<file path="config.mk">
export PLATFORM = sky130hd
export DESIGN_NAME = mdio_mgmt_master
export DESIGN_NICKNAME = d
export VERILOG_FILES = /design/src/rtl/mdio_pkg.sv /design/src/rtl/mdio_clk_div.sv /design/src/rtl/mdio_frame_shift.sv /design/src/rtl/mdio_mgmt_master.sv
export SDC_FILE = /design/constraint.sdc
export NUM_CORES = 1
export LEC_CHECK = 0
export BUFFER_PORTS_ARGS = -buffer_cell sky130_fd_sc_hd__buf_4
export CORE_MARGIN = 4
export CORE_UTILIZATION = 58
export DETAILED_ROUTE_END_ITERATION = 16
export HOLD_SLACK_MARGIN = 0.03
export PLACE_DENSITY = 0.8
export SLEW_MARGIN = 10
export SYNTH_ARGS = -nofsm -noshare
export SYNTH_HDL_FRONTEND = slang
export SYNTH_SLANG_ARGS = --single-unit
</file>
<file path="constraint.sdc">
create_clock -name clk -period 4.4 [get_ports clk]
set_input_delay 1.1 -clock clk [delete_from_list [all_inputs] [get_ports clk]]
set_output_delay 1.1 -clock clk [all_outputs]
set_load 0.02 [all_outputs]
</file>
<file path="src/rtl/mdio_pkg.sv">
package mdio_pkg;
  localparam int CMD_W        = 32;
  localparam int DATA_W       = 16;
  localparam int DIV_W        = 7;
  localparam int PRE_LEN      = 32;
  // control register fields
  localparam int CTL_PRE_BIT  = 7;
  localparam int CTL_DONE_BIT = 8;
  localparam int CTL_BUSY_BIT = 9;
  // command word fields
  localparam int CMD_GO_BIT   = 30;
  localparam int CMD_RD_BIT   = 29;
  localparam int CMD_WR_BIT   = 28;
  localparam int CMD_TA_BIT   = 17;
  localparam int DEV_LSB      = 23;
  localparam int DEV_W        = 5;
  localparam int REG_LSB      = 18;
  localparam int SEL_DEV_LSB  = 4;
  localparam logic [4:0] SEL_REG = 5'h1F;

  function automatic logic [CMD_W-1:0] dev_select_word(logic [DEV_W-1:0] dev);
    logic [CMD_W-1:0] w;
    w = '0;
    w[CMD_GO_BIT] = 1'b1;
    w[CMD_WR_BIT] = 1'b1;
    w[CMD_TA_BIT] = 1'b1;
    w[REG_LSB +: 5] = SEL_REG;
    w[SEL_DEV_LSB +: DEV_W] = dev;
    return w;
  endfunction
endpackage

</file>
<file path="src/rtl/mdio_clk_div.sv">
module mdio_clk_div #(
  parameter int DW = 7
) (
  input  logic          clk,
  input  logic          rst_n,
  input  logic          run,
  input  logic          clr,
  input  logic [DW-1:0] div,
  output logic          mdc,
  output logic          rise,
  output logic          fall
);
  logic [DW-1:0] cnt_q, cnt_d;
  logic          mdc_q, mdc_d;
  logic          tick;

  always_comb begin
    tick  = run && (cnt_q == div);
    rise  = tick && !mdc_q;
    fall  = tick && mdc_q;
    cnt_d = cnt_q;
    mdc_d = mdc_q;
    if (!run || clr) begin
      cnt_d = '0;
      mdc_d = 1'b0;
    end else if (tick) begin
      cnt_d = '0;
      mdc_d = ~mdc_q;
    end else begin
      cnt_d = cnt_q + 1'b1;
    end
  end

  always_ff @(posedge clk or negedge rst_n) begin
    if (!rst_n) begin
      cnt_q <= '0;
      mdc_q <= 1'b0;
    end else begin
      cnt_q <= cnt_d;
      mdc_q <= mdc_d;
    end
  end

  assign mdc = mdc_q;


  mdc_rise_chk: assert property (@(posedge clk) disable iff (!rst_n)
    (rise && !clr) |=> mdc);
endmodule

</file>
<file path="src/rtl/mdio_frame_shift.sv">
module mdio_frame_shift
  import mdio_pkg::*;
#(
  parameter int W   = 32,
  parameter int PL  = 32,
  parameter int DWD = 16
) (
  input  logic           clk,
  input  logic           rst_n,
  input  logic           load,
  input  logic [W-1:0]   frame_in,
  input  logic           pre_en,
  input  logic           clr,
  input  logic           rise,
  input  logic           fall,
  input  logic           mdio_i,
  output logic           active,
  output logic           rd_mode,
  output logic           end_p,
  output logic           mdio_o,
  output logic           mdio_oe,
  output logic [DWD-1:0] rd_word
);
  localparam int IDX_W = $clog2(W + PL + 1);
  localparam int POS_W = $clog2(W);
  localparam logic [IDX_W-1:0] TOP_FRM = IDX_W'(W - 1);
  localparam logic [IDX_W-1:0] TOP_PRE = IDX_W'(W + PL - 1);
  localparam logic [IDX_W-1:0] FRM_LIM = IDX_W'(W);
  localparam logic [IDX_W-1:0] REL_LIM = IDX_W'(DWD + 2);
  localparam logic [IDX_W-1:0] SMP_LIM = IDX_W'(DWD);

  logic             act_q, act_d;
  logic [IDX_W-1:0] idx_q, idx_d;
  logic [W-1:0]     frm_q, frm_d;
  logic [DWD-1:0]   rd_q, rd_d;
  logic             in_pre, sample;

  always_comb begin
    rd_mode = frm_q[CMD_RD_BIT] & ~frm_q[CMD_WR_BIT];
    in_pre  = idx_q >= FRM_LIM;
    mdio_o  = (!act_q || in_pre) ? 1'b1 : frm_q[idx_q[POS_W-1:0]];
    mdio_oe = act_q && !(rd_mode && (idx_q < REL_LIM));
    end_p   = act_q && fall && (idx_q == '0);
    sample  = act_q && rise && rd_mode && (idx_q < SMP_LIM);
  end

  always_comb begin
    act_d = act_q;
    idx_d = idx_q;
    frm_d = frm_q;
    rd_d  = rd_q;
    if (clr) begin
      act_d = 1'b0;
    end else if (load) begin
      act_d = 1'b1;
      idx_d = pre_en ? TOP_PRE : TOP_FRM;
      frm_d = frame_in;
      rd_d  = '0;
    end else if (end_p) begin
      act_d = 1'b0;
    end else if (fall && act_q) begin
      idx_d = idx_q - 1'b1;
    end
    if (sample && !clr && !load)
      rd_d = {rd_q[DWD-2:0], mdio_i};
  end

  always_ff @(posedge clk or negedge rst_n) begin
    if (!rst_n) begin
      act_q <= 1'b0;
      idx_q <= '0;
      frm_q <= '0;
      rd_q  <= '0;
    end else begin
      act_q <= act_d;
      idx_q <= idx_d;
      frm_q <= frm_d;
      rd_q  <= rd_d;
    end
  end

  assign active  = act_q;
  assign rd_word = rd_q;
endmodule

</file>
<file path="src/rtl/mdio_mgmt_master.sv">
module mdio_mgmt_master
  import mdio_pkg::*;
#(
  parameter int                ADDR_W    = 12,
  parameter logic [ADDR_W-1:0] CTRL_ADDR = 12'h128,
  parameter logic [ADDR_W-1:0] DATA_ADDR = 12'h12C
) (
  input  logic              clk,
  input  logic              rst_n,
  input  logic              mode_ext,
  input  logic              reg_we,
  input  logic [ADDR_W-1:0] reg_addr,
  input  logic [31:0]       reg_wdata,
  output logic [31:0]       reg_rdata,
  output logic              mdc,
  output logic              mdio_o,
  output logic              mdio_oe,
  input  logic              mdio_i
);
  logic              rst_meta, rst_n_int;
  logic              pre_q, pre_d, done_q, done_d, pend_q, pend_d;
  logic [DIV_W-1:0]  div_q, div_d;
  logic [CMD_W-1:0]  data_q, data_d, acc_q, acc_d, load_frame;
  logic              ctrl_wr, data_wr, abort, start, load, busy;
  logic              rise, fall, sh_end, sh_rd;
  logic [DATA_W-1:0] rd_word;

  // reset: asynchronous assert, synchronous release
  always_ff @(posedge clk or negedge rst_n) begin
    if (!rst_n) begin
      rst_meta  <= 1'b0;
      rst_n_int <= 1'b0;
    end else begin
      rst_meta  <= 1'b1;
      rst_n_int <= rst_meta;
    end
  end

  always_comb begin
    ctrl_wr = reg_we && (reg_addr == CTRL_ADDR);
    data_wr = reg_we && (reg_addr == DATA_ADDR);
    abort   = ctrl_wr && (reg_wdata == '0);
    start   = data_wr && !busy && reg_wdata[CMD_GO_BIT];
    load    = start || (sh_end && pend_q && !abort);
    if (start)
      load_frame = mode_ext ? dev_select_word(reg_wdata[DEV_LSB +: DEV_W]) : reg_wdata;
    else
      load_frame = acc_q;
  end

  always_comb begin
    pre_d  = pre_q;
    div_d  = div_q;
    done_d = done_q;
    pend_d = pend_q;
    data_d = data_q;
    acc_d  = acc_q;
    if (ctrl_wr && (!busy || abort)) begin
      pre_d = reg_wdata[CTL_PRE_BIT];
      div_d = reg_wdata[DIV_W-1:0];
    end
    if (abort) begin
      done_d = 1'b0;
      pend_d = 1'b0;
    end else if (start) begin
      done_d = 1'b0;
      pend_d = mode_ext;
      acc_d  = reg_wdata;
      acc_d[DEV_LSB +: DEV_W] = '0;
    end else if (sh_end) begin
      if (pend_q) begin
        pend_d = 1'b0;
      end else begin
        done_d = 1'b1;
        if (sh_rd)
          data_d = {{(CMD_W-DATA_W){1'b0}}, rd_word};
      end
    end
    if (data_wr && !busy)
      data_d = reg_wdata;
  end

  always_ff @(posedge clk or negedge rst_n_int) begin
    if (!rst_n_int) begin
      pre_q  <= 1'b0;
      div_q  <= '0;
      done_q <= 1'b0;
      pend_q <= 1'b0;
      data_q <= '0;
      acc_q  <= '0;
    end else begin
      pre_q  <= pre_d;
      div_q  <= div_d;
      done_q <= done_d;
      pend_q <= pend_d;
      data_q <= data_d;
      acc_q  <= acc_d;
    end
  end

  always_comb begin
    reg_rdata = '0;
    if (reg_addr == CTRL_ADDR) begin
      reg_rdata[DIV_W-1:0]    = div_q;
      reg_rdata[CTL_PRE_BIT]  = pre_q;
      reg_rdata[CTL_DONE_BIT] = done_q;
      reg_rdata[CTL_BUSY_BIT] = busy;
    end else if (reg_addr == DATA_ADDR) begin
      reg_rdata = data_q;
    end
  end

  mdio_clk_div #(.DW(DIV_W)) clk_div_i (
    .clk(clk), .rst_n(rst_n_int), .run(busy), .clr(abort), .div(div_q),
    .mdc(mdc), .rise(rise), .fall(fall)
  );

  mdio_frame_shift #(.W(CMD_W), .PL(PRE_LEN), .DWD(DATA_W)) shift_i (
    .clk(clk), .rst_n(rst_n_int), .load(load), .frame_in(load_frame),
    .pre_en(pre_q), .clr(abort), .rise(rise), .fall(fall), .mdio_i(mdio_i),
    .active(busy), .rd_mode(sh_rd), .end_p(sh_end), .mdio_o(mdio_o),
    .mdio_oe(mdio_oe), .rd_word(rd_word)
  );


  idle_line_chk: assert property (@(posedge clk) disable iff (!rst_n_int)
    !busy |-> (!mdc && !mdio_oe));

  mdio_hold_chk: assert property (@(posedge clk) disable iff (!rst_n_int)
    (mdc && $past(mdc)) |-> $stable(mdio_o));

  done_busy_chk: assert property (@(posedge clk) disable iff (!rst_n_int)
    busy |-> !done_q);

  busy_wr_ignore_chk: assert property (@(posedge clk) disable iff (!rst_n_int)
    (data_wr && busy && !sh_end) |=> (data_q == $past(data_q)));

  abort_idle_chk: assert property (@(posedge clk) disable iff (!rst_n_int)
    abort |=> (!busy && !done_q && !mdc));
endmodule

</file>
Word-level counts from Yosys, hierarchy flattened
Cells that the tools add are included.

Output and inout bits: 35. Register bits: 135.

Muxes and demuxes: 34. $lt $le $gt $ge: 4. Add/subtract/negate cells: 2. Bitwise operators: 4. Reductions and logical operators: 43. Eq/ne operators: 9.

Operators with widths (number): $mux 32 (9); $mux 16 (3); $mux 7 (5); $logic_not 32->1 (1); $eq 12x9->1 const B (2); $mux 22 (1); $logic_and 1x1->1 (20); $lt 7x5->1 const B (2); $mux 1 (13); $mux 10 (1); $reduce_bool 2->1 (5); $ne 2x1->1 const B (4); $reduce_and 2->1 (4); $add 7x1->7 const B (1); $eq 7x7->1 (1); $ge 7x6->1 const B (1); $logic_not 7->1 (1); $sub 7x1->7 const B (1); $lt 5x6->1 const B (1); $mux 6 (1); $reduce_bool 3->1 (2); $bmux 1 s5 (1); $logic_not 1->1 (5); $reduce_and 5->1 (1); 6 further kinds (10).

Logic depth before layout (Yosys ltp)
Word-level depth: 12. Depth in mapped cells: 11. Depth with buffers taken out: 8.

Modules after synthesis
Synthesis repeated with hierarchy kept, for this count alone.

Cells, all modules: 764. Area, all modules: 6970.4 um^2.

Modules (own cells, without submodules): mdio_mgmt_master (seq. area each 1776.7 um^2, times used 1, area an instance 3821.2 um^2, cells an instance 428); mdio_frame_shift (seq. area each 1401.3 um^2, times used 1, area an instance 2711.4 um^2, cells an instance 292); mdio_clk_div (seq. area each 200.2 um^2, times used 1, area an instance 437.9 um^2, cells an instance 44).

Worst setup path before layout
No wires, ideal clock.

Path type: input -> output. Start point: in reg_addr[7]. End point: out reg_rdata[1]. Cell stages on the path: 5. Required time: 3300 ps. Arrival: 2334 ps. Path buffers: 2. Path slack: 966 ps. Cell sequence: nor4b_2 and4_1 buf_2 clkbuf_1 a22o_1.

Word-level cells in the longest chain between the ends: 3. Elaborated cells on any way between the ends: 4. Those cells by class: eq/ne: 2; mux: 2.

Ends and longest elaborated chain: start, declared (RTL line mdio_mgmt_master.sv:12) `input logic [ADDR_W-1:0] reg_addr,`; $eq 12x9->1 (RTL line mdio_mgmt_master.sv:108) `end else if (reg_addr == DATA_ADDR) begin`; $mux 32 (RTL line mdio_mgmt_master.sv:108); $mux 10 * (RTL line mdio_mgmt_master.sv:103) `if (reg_addr == CTRL_ADDR) begin`; end, declared (RTL line mdio_mgmt_master.sv:14) `output logic [31:0] reg_rdata,`.

Every way passes the cells marked *; elsewhere a longest branch is shown, timed or not.

Worst setup path after layout
Start point: reg shift_i.idx_q[0]. End point: out mdio_o.

Word-level cells in the longest chain between the ends: 3. Elaborated cells on any way between the ends: 5. Those cells by class: order compare: 1; mux: 3; reduce/logical: 1.

Ends and longest elaborated chain: start, declared (RTL line mdio_frame_shift.sv:33) `logic [IDX_W-1:0] idx_q, idx_d;`; start signal, assigned (RTL line mdio_frame_shift.sv:76) `idx_q <= idx_d;`; $bmux 1 s5 / $ge 7x6->1 (equally long branches) (RTL line mdio_frame_shift.sv:41, mdio_frame_shift.sv:40); $mux 1 (implied by the code) / $logic_or 1x1->1 (equally long branches) (RTL line mdio_frame_shift.sv:41) `mdio_o = (!act_q || in_pre) ? 1'b1 : frm_q[idx_q[POS_W-1:0]];`; $mux 1 * (RTL line mdio_frame_shift.sv:41); end, declared (RTL line mdio_mgmt_master.sv:16) `output logic mdio_o,`.

Every way passes the cells marked *; elsewhere a longest branch is shown, timed or not. The select of a mux whose other input is x is not followed.

==> results.tsv <==
stage	metric	value	unit
status	run status	finished, final reports clean	
logic_synthesis	post-synthesis adder-cell area fraction	0.567	%
cts	TritonCTS clock tree	yes	
logic_synthesis	largest family of logic cells by synthesized area	simple AND/OR/NAND/NOR gates	
power_and_ir_drop	Worst VDD drop	0.324	mV
logic_synthesis	Synth warnings	0	
detailed_routing	DRT iter0 DRCs	686	
worst_setup_path	Reg-to-Reg End	shift_i.frm_q[16]$_DFFE_PN0P_	
power_and_ir_drop	P_leak	3.81	nW
global_route	largest net degree at the start of global routing	85	
detailed_routing	wire per inst	18.6	um
cts	Skew-Pair Late Insertion Delay	420	ps
global_route	global-route usage over all layers	27.2	%
cts	CTS Buffer Depth	2	
timing	Final Hold Fails	0	
global_route	antenna violations before repair	0	
worst_setup_path	Worst Path Arrival	2750	ps
placed_design	DP HPWL	11.3	mm
floorplan	Die Height	115	um
logic_synthesis	Mapped Nets	739	
logic_synthesis	Synth Register Bits	135	
worst_hold_path	WHS Path Cells	0	
detailed_routing	Post-Route WL	16.9	mm
floorplan	chip width	115	um
floorplan	core region area	0.0110	mm^2
timing	Max Clock Freq	260	MHz
timing	unrepaired setup endpoints after global routing	false	
timing	worst slew pin tran	1070	ps
floorplan	Initial Util	60.3	%
timing	Tmin final	3850	ps
logic_synthesis	top post-synthesis cells by area	dfrtp_1, nand2_1, mux2i_1	
layout	diode count	0	
detailed_routing	Via Count	5438	
placed_design	port buffer count	83	
cts	Root Driver	clkbuf_16	
layout	Final nets	806	
timing	clock skew	6.54	ps
worst_setup_path	R2R depth	9	
worst_setup_path	RR Startpoint	shift_i.idx_q[0]$_DFFE_PN0P_	
logic_synthesis	Post-synth EDFFs	0	
worst_hold_path	worst hold path startpoint	rst_meta$_DFF_PN0_	
placed_design	Placer Congestion	0.845	
layout	synth-to-layout area growth	20.0	%
job	Max Cap Violations	0	
timing	period utilization	87.5	%
cts	Resize count post-CTS	0	
global_route	vias in the first global route	5465	
logic_synthesis	Post-Syn Area	0.00662	mm^2
worst_setup_path	CP Capture Type	output port	
worst_setup_path	CP Launch Point	shift_i.idx_q[0]$_DFFE_PN0P_	
floorplan	Die ar.	0.0132	mm^2
detailed_routing	Via density	6.00	
floorplan	IO Pins	84	
logic_synthesis	fraction of registers with async set/reset	100	%
cts	H-tree Lvls	4	
cts	clk slew on worst S/H paths	60	ps
cts	Post-CTS Setup Inserts	0	
timing	Max-slew headroom	28.7	%
global_route	grt total ovfl	0	
layout	fraction of layout cells with a size suffix above 1	20.6	%
timing	Setup-failing EPs final	0	
cts	quantity of hold-fixing buffers added after cts	0	
logic_synthesis	Synth Instances	687	
worst_setup_path	WP data required	3300	ps
placed_design	placed cell count	875	
worst_hold_path	hold endpoint	rst_n_int$_DFF_PN0_	
logic_synthesis	post-synthesis sequential area ratio	51.0	%
timing	fin. max-slew vios	0	
worst_setup_path	crit path kind	reg -> out	
layout	non-filler cells, final	907	
cts	CTS sink cnt	135	
layout	commonest non-fill, non-tap cell in the layout	nand2_1	
logic_synthesis	Avg Inst Size Synth	9.64	um^2
logic_synthesis	Synth Area in XOR/XNOR	1.59	%
timing	Setup TNS	0	ps
logic_synthesis	share of the synthesized area in the top cell type	51.0	%
worst_setup_path	maximum fanout along the worst path	11	
logic_synthesis	complex-gate fraction of the synthesized area	11.0	%
detailed_routing	DRT antenna net count	0	
logic_synthesis	Synth cell types	57	
cts	CTS Buf Count	17	
power_and_ir_drop	Pwr Density	361	mW/mm^2
layout	most frequent cells in the layout	nand2_1, dfrtp_1, buf_4, nor2_1, o21ai_0	
detailed_routing	DRC	0	
worst_hold_path	Hold Crit Class	reg -> reg	
worst_setup_path	R2R Setup Slk	1330	ps
worst_setup_path	crit start category	flop	
logic_synthesis	simple-gate area share of the yosys netlist	23.3	%
logic_synthesis	area leader, netlist	dfrtp_1	
logic_synthesis	portion of netlist area occupied by mux cells	8.56	%
floorplan	row count	38	
logic_synthesis	most frequently used flop master after synthesis	dfrtp_1	
global_route	first-pass GRT wire length	27.6	mm
detailed_routing	drt pass-1 iters	5	
==> logic make-up after synthesis <==
group	after synthesis
DFF	135
AOI/OAI and AO/OA	112
other	1
buffers and inverters	52
and+or+nand+nor	329
xor gates and xnor gates	12
muxes	43
adders and majority gates	3
==> worst max-delay path: stages (launching register included) <==
cell,delay [ps]
dfrtp_1,720
mux4_2,610
mux4_2,480
mux2i_1,200
nand3_1,130
buf_4,190
==> registers in the layout, indices dropped and copies added, names as in the netlist <==
register,count
clk_div_i.cnt_q,7
data_q,32
clk_div_i.mdc,1
pre_q,1
shift_i.idx_q,7
done_q,1
pend_q,1
rst_n_int,1
shift_i.frm_q,32
div_q,7
shift_i.rd_word,16
rst_meta,1
shift_i.active,1
acc_q,27
==> worst max-delay path by stage <==
stage,end,cells after the start
2_1_floorplan,acc_q[0]$_DFFE_PN0P_,0
3_3_place_gp,reg_rdata[4],6
3_5_place_dp,reg_rdata[30],6
4_1_cts,mdio_o,5
5_1_grt,mdio_o,5
6_report,mdio_o,5
==> area by class of cell <==
cell class | count | area, um^2
fillers | 773 | 3040
multi-input cells | 500 | 3000
inverters | 7 | 26.3
repair buffers | 93 | 723
clock buffers | 20 | 467
well taps | 140 | 175
clock inverters | 12 | 174
flip-flops and latches | 135 | 3380
==> cell usage after synthesis, drive strengths merged, types with 10 or more instances <==
cell	count
or3	10
dfrtp	135
nor4	11
clkbuf	21
a21oi	21
nand3	28
mux2i	24
a22o	15
o21ai	45
nor2	53
and2	24
buf	24
mux4	10
nand2	174
==> per-stage QoR <==
stage / hold WS, ps / total power, mW / instance area [um^2] / util, % / worst slack (ps)
final: 347 / 2.87 / 7940 / 72.3 / 548
after global routing: 349 / 2.95 / 7940 / 72.3 / 422
after CTS: 348 / 2.88 / 7940 / 72.3 / 538
after detailed placement: 335 / 1.37 / 7300 / 66.5 / 674
after global placement: 335 / 1.37 / 7300 / 66.5 / 759
after floorplan: 331 / 1.30 / 6620 / - / 360
==> power by group <==
| group | internal (mW) | switching, mW |
|---|---|---|
| logic | 0.0381 | 0.0476 |
| registers | 1.25 | 0.0175 |
| clock network | 0.990 | 0.528 |
| total | 2.27 | 0.593 |
==> routing by layer <==
metal	up-vias	track usage, %	routed length, um
li1	2506	-	-
met1	2669	36.3	7120
met2	231	42.5	8110
met3	32	8.00	1250
met4	0	10.3	388
met5	-	0	0
No activity file was read; power rests on OpenSTA's default activity.
